[config.mk]
export PLATFORM = sky130hd
export DESIGN_NAME = slot_doorbell
export DESIGN_NICKNAME = d
export VERILOG_FILES = /design/src/rtl/doorbell_pkg.sv /design/src/rtl/doorbell_flag_bank.sv /design/src/rtl/doorbell_rr_pick.sv /design/src/rtl/doorbell_fetch.sv /design/src/rtl/slot_doorbell.sv
export SDC_FILE = /design/constraint.sdc
export NUM_CORES = 1
export LEC_CHECK = 0
export BUFFER_PORTS_ARGS = -buffer_cell sky130_fd_sc_hd__buf_2
export CORE_ASPECT_RATIO = 0.5
export CORE_UTILIZATION = 60
export DETAILED_ROUTE_END_ITERATION = 12
export GPL_TIMING_DRIVEN = 0
export PLACE_DENSITY = 0.94
export SKIP_LAST_GASP = 1
export SYNTH_ARGS = -nofsm -noshare
export SYNTH_HDL_FRONTEND = slang
export SYNTH_HIERARCHICAL = 1
export SYNTH_SLANG_ARGS = --single-unit
[constraint.sdc]
create_clock -name clk -period 10.1 [get_ports clk]
set_clock_uncertainty 0.2 [all_clocks]
set_input_delay 2.02 -clock clk [delete_from_list [all_inputs] [get_ports clk]]
set_output_delay 2.02 -clock clk [all_outputs]
set_load 0.05 [all_outputs]
[src/rtl/doorbell_pkg.sv]
package doorbell_pkg;
  typedef enum logic [1:0] {
    FS_IDLE = 2'd0,
    FS_REQ  = 2'd1,
    FS_WAIT = 2'd2,
    FS_SEND = 2'd3
  } fetch_state_e;
endpackage

[src/rtl/doorbell_flag_bank.sv]
module doorbell_flag_bank #(
  parameter  int NUM_SLOTS = 64,
  localparam int IDX_W = $clog2(NUM_SLOTS)
) (
  input  logic                 clk,
  input  logic                 rst,
  input  logic                 set_valid,
  input  logic [IDX_W-1:0]     set_idx,
  input  logic                 take_valid,
  input  logic [IDX_W-1:0]     take_idx,
  output logic [NUM_SLOTS-1:0] pend
);
  // One pending bit per slot; a set in the same cycle as a take wins,
  // so a doorbell rung while the slot is picked is not lost.
  for (genvar g = 0; g < NUM_SLOTS; g++) begin : g_slot
    logic hit_set, hit_take;
    assign hit_set  = set_valid  && (set_idx  == IDX_W'(g));
    assign hit_take = take_valid && (take_idx == IDX_W'(g));
    always_ff @(posedge clk) begin
      if (rst)           pend[g] <= 1'b0;
      else if (hit_set)  pend[g] <= 1'b1;
      else if (hit_take) pend[g] <= 1'b0;
    end
  end
endmodule

[src/rtl/doorbell_rr_pick.sv]
module doorbell_rr_pick #(
  parameter  int NUM_SLOTS = 64,
  localparam int IDX_W = $clog2(NUM_SLOTS)
) (
  input  logic [NUM_SLOTS-1:0] req,
  input  logic [IDX_W-1:0]     last_idx,
  output logic                 pick_valid,
  output logic [IDX_W-1:0]     pick_idx
);
  logic [NUM_SLOTS-1:0] above;
  logic [NUM_SLOTS-1:0] masked;

  function automatic logic [IDX_W-1:0] lowest(input logic [NUM_SLOTS-1:0] v);
    logic [IDX_W-1:0] r;
    r = '0;
    for (int i = NUM_SLOTS - 1; i >= 0; i--) begin
      if (v[i]) r = IDX_W'(i);
    end
    return r;
  endfunction

  for (genvar g = 0; g < NUM_SLOTS; g++) begin : g_mask
    assign above[g] = (IDX_W'(g) > last_idx);
  end

  assign masked     = req & above;
  assign pick_valid = |req;
  assign pick_idx   = (|masked) ? lowest(masked) : lowest(req);
endmodule

[src/rtl/doorbell_fetch.sv]
module doorbell_fetch #(
  parameter  int NUM_SLOTS = 64,
  parameter  int ADDR_W    = 32,
  parameter  int DATA_W    = 32,
  parameter  int WORDS     = 4,
  localparam int IDX_W      = $clog2(NUM_SLOTS),
  localparam int WRD_W      = (WORDS > 1) ? $clog2(WORDS) : 1,
  localparam int WORD_BYTES = DATA_W / 8,
  localparam int SLOT_BYTES = WORDS * WORD_BYTES
) (
  input  logic              clk,
  input  logic              rst,
  input  logic [ADDR_W-1:0] base_addr,
  input  logic              pick_valid,
  input  logic [IDX_W-1:0]  pick_idx,
  output logic              take_valid,
  output logic [IDX_W-1:0]  last_idx,
  output logic              busy,
  output logic              rd_req_valid,
  input  logic              rd_req_ready,
  output logic [ADDR_W-1:0] rd_req_addr,
  input  logic              rd_rsp_valid,
  input  logic [DATA_W-1:0] rd_rsp_data,
  output logic              wk_valid,
  input  logic              wk_ready,
  output logic [DATA_W-1:0] wk_data,
  output logic [IDX_W-1:0]  wk_slot,
  output logic              wk_last,
  output logic              clr_valid,
  output logic [IDX_W-1:0]  clr_idx
);
  import doorbell_pkg::*;

  localparam logic [WRD_W-1:0] LAST_WORD = WRD_W'(WORDS - 1);

  fetch_state_e     state_q;
  logic [IDX_W-1:0] slot_q;
  logic [WRD_W-1:0] word_q;

  function automatic logic [ADDR_W-1:0] word_addr(input logic [ADDR_W-1:0] b,
                                                  input logic [IDX_W-1:0]  s,
                                                  input logic [WRD_W-1:0]  w);
    return b + ADDR_W'(s) * ADDR_W'(SLOT_BYTES) + ADDR_W'(w) * ADDR_W'(WORD_BYTES);
  endfunction

  assign take_valid = (state_q == FS_IDLE) && pick_valid;
  assign busy       = (state_q != FS_IDLE);
  assign wk_slot    = slot_q;

  always_ff @(posedge clk) begin
    if (rst) begin
      state_q      <= FS_IDLE;
      slot_q       <= '0;
      word_q       <= '0;
      last_idx     <= '1;
      rd_req_valid <= 1'b0;
      rd_req_addr  <= '0;
      wk_valid     <= 1'b0;
      wk_data      <= '0;
      wk_last      <= 1'b0;
      clr_valid    <= 1'b0;
      clr_idx      <= '0;
    end else begin
      clr_valid <= 1'b0;
      unique case (state_q)
        FS_IDLE: begin
          if (pick_valid) begin
            slot_q       <= pick_idx;
            last_idx     <= pick_idx;
            word_q       <= '0;
            rd_req_valid <= 1'b1;
            rd_req_addr  <= word_addr(base_addr, pick_idx, '0);
            state_q      <= FS_REQ;
          end
        end
        FS_REQ: begin
          if (rd_req_ready) begin
            rd_req_valid <= 1'b0;
            state_q      <= FS_WAIT;
          end
        end
        FS_WAIT: begin
          if (rd_rsp_valid) begin
            wk_valid <= 1'b1;
            wk_data  <= rd_rsp_data;
            wk_last  <= (word_q == LAST_WORD);
            state_q  <= FS_SEND;
          end
        end
        FS_SEND: begin
          if (wk_ready) begin
            wk_valid <= 1'b0;
            if (wk_last) begin
              clr_valid <= 1'b1;
              clr_idx   <= slot_q;
              state_q   <= FS_IDLE;
            end else begin
              word_q       <= word_q + 1'b1;
              rd_req_valid <= 1'b1;
              rd_req_addr  <= word_addr(base_addr, slot_q, word_q + 1'b1);
              state_q      <= FS_REQ;
            end
          end
        end
        default: state_q <= FS_IDLE;
      endcase
    end
  end
endmodule

[src/rtl/slot_doorbell.sv]
module slot_doorbell #(
  parameter  int NUM_SLOTS = 64,
  parameter  int ADDR_W    = 32,
  parameter  int DATA_W    = 32,
  parameter  int WORDS     = 4,
  localparam int IDX_W     = $clog2(NUM_SLOTS)
) (
  input  logic              clk,
  input  logic              rst,
  input  logic [ADDR_W-1:0] base_addr,
  input  logic              set_valid,
  input  logic [IDX_W-1:0]  set_idx,
  output logic              rd_req_valid,
  input  logic              rd_req_ready,
  output logic [ADDR_W-1:0] rd_req_addr,
  input  logic              rd_rsp_valid,
  input  logic [DATA_W-1:0] rd_rsp_data,
  output logic              wk_valid,
  input  logic              wk_ready,
  output logic [DATA_W-1:0] wk_data,
  output logic [IDX_W-1:0]  wk_slot,
  output logic              wk_last,
  output logic              clr_valid,
  output logic [IDX_W-1:0]  clr_idx,
  output logic              idle
);
  logic [NUM_SLOTS-1:0] pend;
  logic                 pick_valid;
  logic [IDX_W-1:0]     pick_idx;
  logic                 take_valid;
  logic [IDX_W-1:0]     last_idx;
  logic                 busy;

  doorbell_flag_bank #(.NUM_SLOTS(NUM_SLOTS)) u_flags (
    .clk        (clk),
    .rst        (rst),
    .set_valid  (set_valid),
    .set_idx    (set_idx),
    .take_valid (take_valid),
    .take_idx   (pick_idx),
    .pend       (pend)
  );

  doorbell_rr_pick #(.NUM_SLOTS(NUM_SLOTS)) u_pick (
    .req        (pend),
    .last_idx   (last_idx),
    .pick_valid (pick_valid),
    .pick_idx   (pick_idx)
  );

  doorbell_fetch #(
    .NUM_SLOTS (NUM_SLOTS),
    .ADDR_W    (ADDR_W),
    .DATA_W    (DATA_W),
    .WORDS     (WORDS)
  ) u_fetch (
    .clk          (clk),
    .rst          (rst),
    .base_addr    (base_addr),
    .pick_valid   (pick_valid),
    .pick_idx     (pick_idx),
    .take_valid   (take_valid),
    .last_idx     (last_idx),
    .busy         (busy),
    .rd_req_valid (rd_req_valid),
    .rd_req_ready (rd_req_ready),
    .rd_req_addr  (rd_req_addr),
    .rd_rsp_valid (rd_rsp_valid),
    .rd_rsp_data  (rd_rsp_data),
    .wk_valid     (wk_valid),
    .wk_ready     (wk_ready),
    .wk_data      (wk_data),
    .wk_slot      (wk_slot),
    .wk_last      (wk_last),
    .clr_valid    (clr_valid),
    .clr_idx      (clr_idx)
  );

  // Derived only from registers: no path from any input to idle.
  assign idle = ~(|pend) && !busy;
endmodule

==> metrics.md <==
| Metric | Value |
|---|---|
| Result of the run | `complete, no violations` |
| Ys flop type | `sky130_fd_sc_hd__dfxtp_1` |
| Number of setup buffers added after CTS | `0` |
| Root Driver | `sky130_fd_sc_hd__clkbuf_16` |
| Share of power burned in registers | `0.279` |
| Number of filler cells placed in the layout | `1,243` |
| Final Routed Wirelength | `40,200 µm` |
| DRC errors left | `0` |
| Synthesized area divided by synthesized cell count | `~7.5 µm²` |
| Unique masters post-synth | `91` |
| Power consumption | `between 0.002 and 0.003 W` |
| Overall track demand over capacity in global routing | `0.453` |
| Pre-CTS setup slack | `4640 ps` |
| Die span in x | `between 150 and 200 µm` |
| Share of power burned in the clock network | `0.259` |
| Crit path launch | `u_fetch/last_idx[1]$_SDFFE_PP1P_` |
| Maximum fanout encountered on the critical timing path | `10` |
| Number of nets in the layout | `approximately 1,600` |
| Minimum period implied by the final worst setup slack | `slightly below 6000 ps` |
| H-tree levels | `4` |
| Pins over their slew limit | `0` |
| Gates resized, CTS repair | `0` |
| Category of the worst setup path capture point | `register` |
| Final Hold Violating Endpoints | `0` |
| Placed inst area | `~11,000 µm²` |
| Worst min-delay path category | `reg2reg` |
| Via count of the first global-routing pass | `about 11,000` |
| Setup_tns | `0 ps` |
| Total leakage power | `approximately 4.7 nW` |
| Cell count after placement | `about 1,700` |
| Number of detailed-routing iterations run before antenna repair | `8` |
| Maximum number of pins on one net before global-route repair | `17` |
| Number of buffers created by CTS | `17` |
| Biggest cell delay along the critical path | `between 700 and 800 ps` |
| Placeable core region | `between 15,000 and 20,000 µm²` |
| Sort of element at the start of the critical path | `register` |
| Violation count after the first detailed-routing iteration | `2,034` |
| Clock insertion delay at the later pin of the skew report | `between 400 and 500 ps` |
| Die boundary height | `~94 µm` |
| Slowest CP cell | `sky130_fd_sc_hd__a21oi_1` |
| IO Port Bufs | `between 150 and 200` |
| Sum of net half-perimeters after detailed placement | `28,900 µm` |
| Arrival time of the worst setup path | `5940 ps` |
| Post-synthesis cell area | `~10,000 µm²` |
| Actual slew at the worst max-slew pin | `~1200 ps` |
| CTS tree | `yes` |
| Global placement routability congestion | `roughly 1` |
| Switching power total | `around 0.0013 W` |
| Worst max-slew margin expressed relative to the limit | `0.203` |
| Finished Cell Area | `between 10,000 and 15,000 µm²` |
| Vias post-DR | `approximately 12,000` |
| Startpoint-to-endpoint class of the critical path | `reg2reg` |
| Initial Utilization | `0.617` |
| Buffer depth of the longest clock path | `2` |
| Die Area | `17,500 µm²` |
| Ys Warns | `6` |
| Global-route wire length before repair | `around 61,000 µm` |
| Peak Freq | `0.173 GHz` |
| Maximum capacitance violations | `0` |
| Antenna Nets Post-Route | `0` |
| Worst Reg2Reg Path Length in Cells | `19` |
| Number of nets produced by synthesis | `1,451` |
| Synth async-reset ratio | `0` |
| Switching portion of total power | `0.465` |
| Cells along the critical path | `buf_4 -> a21oi_1 -> o21ai_1 -> o31ai_1 -> a311oi_1 -> nand4_1 -> a21oi_1 -> a311o_1 -> o211ai_2 -> ha_1 -> inv_1 -> fa_1 -> nand2b_1 -> a21oi_1 -> o41ai_1 -> buf_2 -> nor4_1 -> xnor2_1 -> a211oi_1` |
| Sequential fraction of the synthesis area | `0.304` |
| I/O pins | `157` |
| Worst supply voltage drop on vdd | `between 0.2 and 0.25 mV` |
| Unrepaired setup endpoints after global routing | `no` |
| Number of antenna violations at the first check in global routing | `0` |
| Fraction of final layout cells sized beyond drive strength 1 | `0.164` |
| Cell occurring most often along the worst timing path | `sky130_fd_sc_hd__a21oi_1` |
| Comb power frac | `0.463` |
| Worst reg-to-reg setup slack | `roughly 4300 ps` |
| Endpoints failing setup | `0` |
| Ratio of final minimum period to clock period | `0.574` |
| Reg clk slew, reported paths | `70 ps` |
| Terminus of the critical flop-to-flop path | `u_fetch/rd_req_addr[22]$_SDFFE_PP0P_` |
| Sink count of the clock tree | `between 150 and 200` |
| Cell area power density | `between 200 and 250 nW/µm²` |
| Number of register bits inferred by synthesis | `about 150` |
| Cell-internal power | `~0.0015 W` |
| Synthesis-to-finish area growth | `17.0%` |
| Remaining global-route overflow | `0` |
| Endpoint required time on the critical path | `between 10,000 and 15,000 ps` |
| Origin of the critical flop-to-flop path | `u_fetch/last_idx[1]$_SDFFE_PP1P_` |
| FP Rows | `33` |
| Non-Filler Instances | `around 1,800` |
| Detail-routed net length per standard cell | `22.7 µm` |
| Endpoint of the most critical setup path | `u_fetch/rd_req_addr[22]$_SDFFE_PP0P_` |
| Synthesized netlist cell count | `approximately 1,400` |
| DR vias/cell | `between 7 and 8` |
| Final setup margin | `4310 ps` |
| Hold bufs inserted after CTS | `0` |
| Number of enable-type register cells in the synthesized netlist | `0` |
==> per-layer routing <==
metal	global-route usage	part of all wire	wire, µm
met2	0.717	0.44	17800
met1	0.583	0.38	15300
met5	0	0	0
met4	0.222	0.050	2010
met3	0.103	0.13	5060
==> power groups by stage <==
stage | Sequential [W] | Combinational (W) | Clock (W)
finish | 0.000773 | 0.00128 | 0.000716
global route | 0.000779 | 0.00133 | 0.000741
CTS | 0.000767 | 0.00123 | 0.000713
detailed placement | 0.000777 | 0.00120 | 0
global placement | 0.000773 | 0.00118 | 0
floorplan | 0.000995 | 0.000643 | 0
==> state kept, by name, indices dropped and copies added (netlist names) <==
name                  cells
u_flags/pend             64
u_fetch/rd_req_addr      32
u_fetch/wk_data          32
u_fetch/clr_idx           6
u_fetch/last_idx          6
u_fetch/wk_slot           6
u_fetch/state_q           2
u_fetch/word_q            2
u_fetch/clr_valid         1
u_fetch/rd_req_valid      1
u_fetch/wk_last           1
u_fetch/wk_valid          1
==> worst min-delay path by stage <==
stage / start / to / slack [ps] / cells after the start
after global routing: u_fetch/wk_data[28]$_SDFFE_PP0P_ / u_fetch/wk_data[28]$_SDFFE_PP0P_ / 280 / 2
after CTS: u_fetch/wk_data[23]$_SDFFE_PP0P_ / u_fetch/wk_data[23]$_SDFFE_PP0P_ / 250 / 2
after global placement: u_fetch/wk_data[12]$_SDFFE_PP0P_ / u_fetch/wk_data[12]$_SDFFE_PP0P_ / 240 / 2
final: u_fetch/wk_data[30]$_SDFFE_PP0P_ / u_fetch/wk_data[30]$_SDFFE_PP0P_ / 260 / 2
after floorplan: u_fetch/word_q[1]$_SDFFE_PP0P_ / u_fetch/word_q[1]$_SDFFE_PP0P_ / 240 / 2
after detailed placement: u_fetch/wk_data[16]$_SDFFE_PP0P_ / u_fetch/wk_data[16]$_SDFFE_PP0P_ / 240 / 2
==> critical path: cells and delay by family (launching register included) <==
kind	cells	cell delay, ps
compound gates	10	3010
xor+xnor	1	150
flops	1	380
buf+inv	3	500
simple gates	3	760
fa+ha+maj	2	720
==> kinds of logic after synthesis <==
family,count (synthesis),synth area share
compound gates,466,0.291
xor+xnor,18,0.0155
fa+ha+maj,22,0.0286
buf+inv,108,0.0497
flops,154,0.304
mux,11,0.0109
simple gates,574,0.301
==> Yosys cell counts (11+ instances only) <==
library cell / instances / area [µm²]
sky130_fd_sc_hd__o21ai_0: 146 / 731
sky130_fd_sc_hd__nand2b_1: 15 / 93.8
sky130_fd_sc_hd__o31ai_1: 12 / 90.1
sky130_fd_sc_hd__nand2_1: 163 / 612
sky130_fd_sc_hd__clkbuf_1: 45 / 169
sky130_fd_sc_hd__nor4_1: 32 / 200
sky130_fd_sc_hd__dfxtp_1: 154 / 3080
sky130_fd_sc_hd__nand4b_1: 11 / 96.3
sky130_fd_sc_hd__a21oi_1: 98 / 490
sky130_fd_sc_hd__nand4_1: 19 / 119
sky130_fd_sc_hd__nor2b_1: 84 / 526
sky130_fd_sc_hd__buf_2: 13 / 65.1
sky130_fd_sc_hd__xnor2_1: 16 / 140
sky130_fd_sc_hd__nor3_1: 34 / 170
sky130_fd_sc_hd__nand3_1: 40 / 200
sky130_fd_sc_hd__o21ai_1: 41 / 205
sky130_fd_sc_hd__a31oi_1: 11 / 68.8
sky130_fd_sc_hd__mux2i_1: 11 / 110
sky130_fd_sc_hd__a211oi_1: 29 / 218
sky130_fd_sc_hd__ha_1: 20 / 250
sky130_fd_sc_hd__nor2_1: 104 / 390
sky130_fd_sc_hd__inv_1: 32 / 120
==> layout make-up <==
cell class	instances	area, µm²	share of cell area
Multi-Input combinational cell	1091	6550	0.552
Sequential cell	154	3080	0.260
Timing Repair Buffer	156	781	0.0658
Clock buffer	19	443	0.0373
Buffer	75	380	0.0321
Tap cell	227	284	0.0239
Clock inverter	13	215	0.0181
Inverter	33	124	0.0104
Antenna cell	1	2.50	0.000211
==> metrics by stage <==
stage	util	hold WS, ps
floorplan	-	236
detailed placement	0.682	243
CTS	0.722	252
finish	0.722	257
global placement	0.682	239
global route	0.722	279
==> placed cells by master (no fill, tap or decap), types with 34 or more instances in the layout <==
master | synthesis | routed
sky130_fd_sc_hd__a21oi_1 | 98 | 98
sky130_fd_sc_hd__buf_2 | 13 | 169
sky130_fd_sc_hd__clkbuf_1 | 45 | 46
sky130_fd_sc_hd__dfxtp_1 | 154 | 154
sky130_fd_sc_hd__nand2_1 | 163 | 163
sky130_fd_sc_hd__nand3_1 | 40 | 40
sky130_fd_sc_hd__nor2_1 | 104 | 104
sky130_fd_sc_hd__nor2b_1 | 84 | 84
sky130_fd_sc_hd__nor3_1 | 34 | 34
sky130_fd_sc_hd__o21ai_0 | 146 | 146
sky130_fd_sc_hd__o21ai_1 | 41 | 41
No activity file was read; power rests on OpenSTA's default activity.
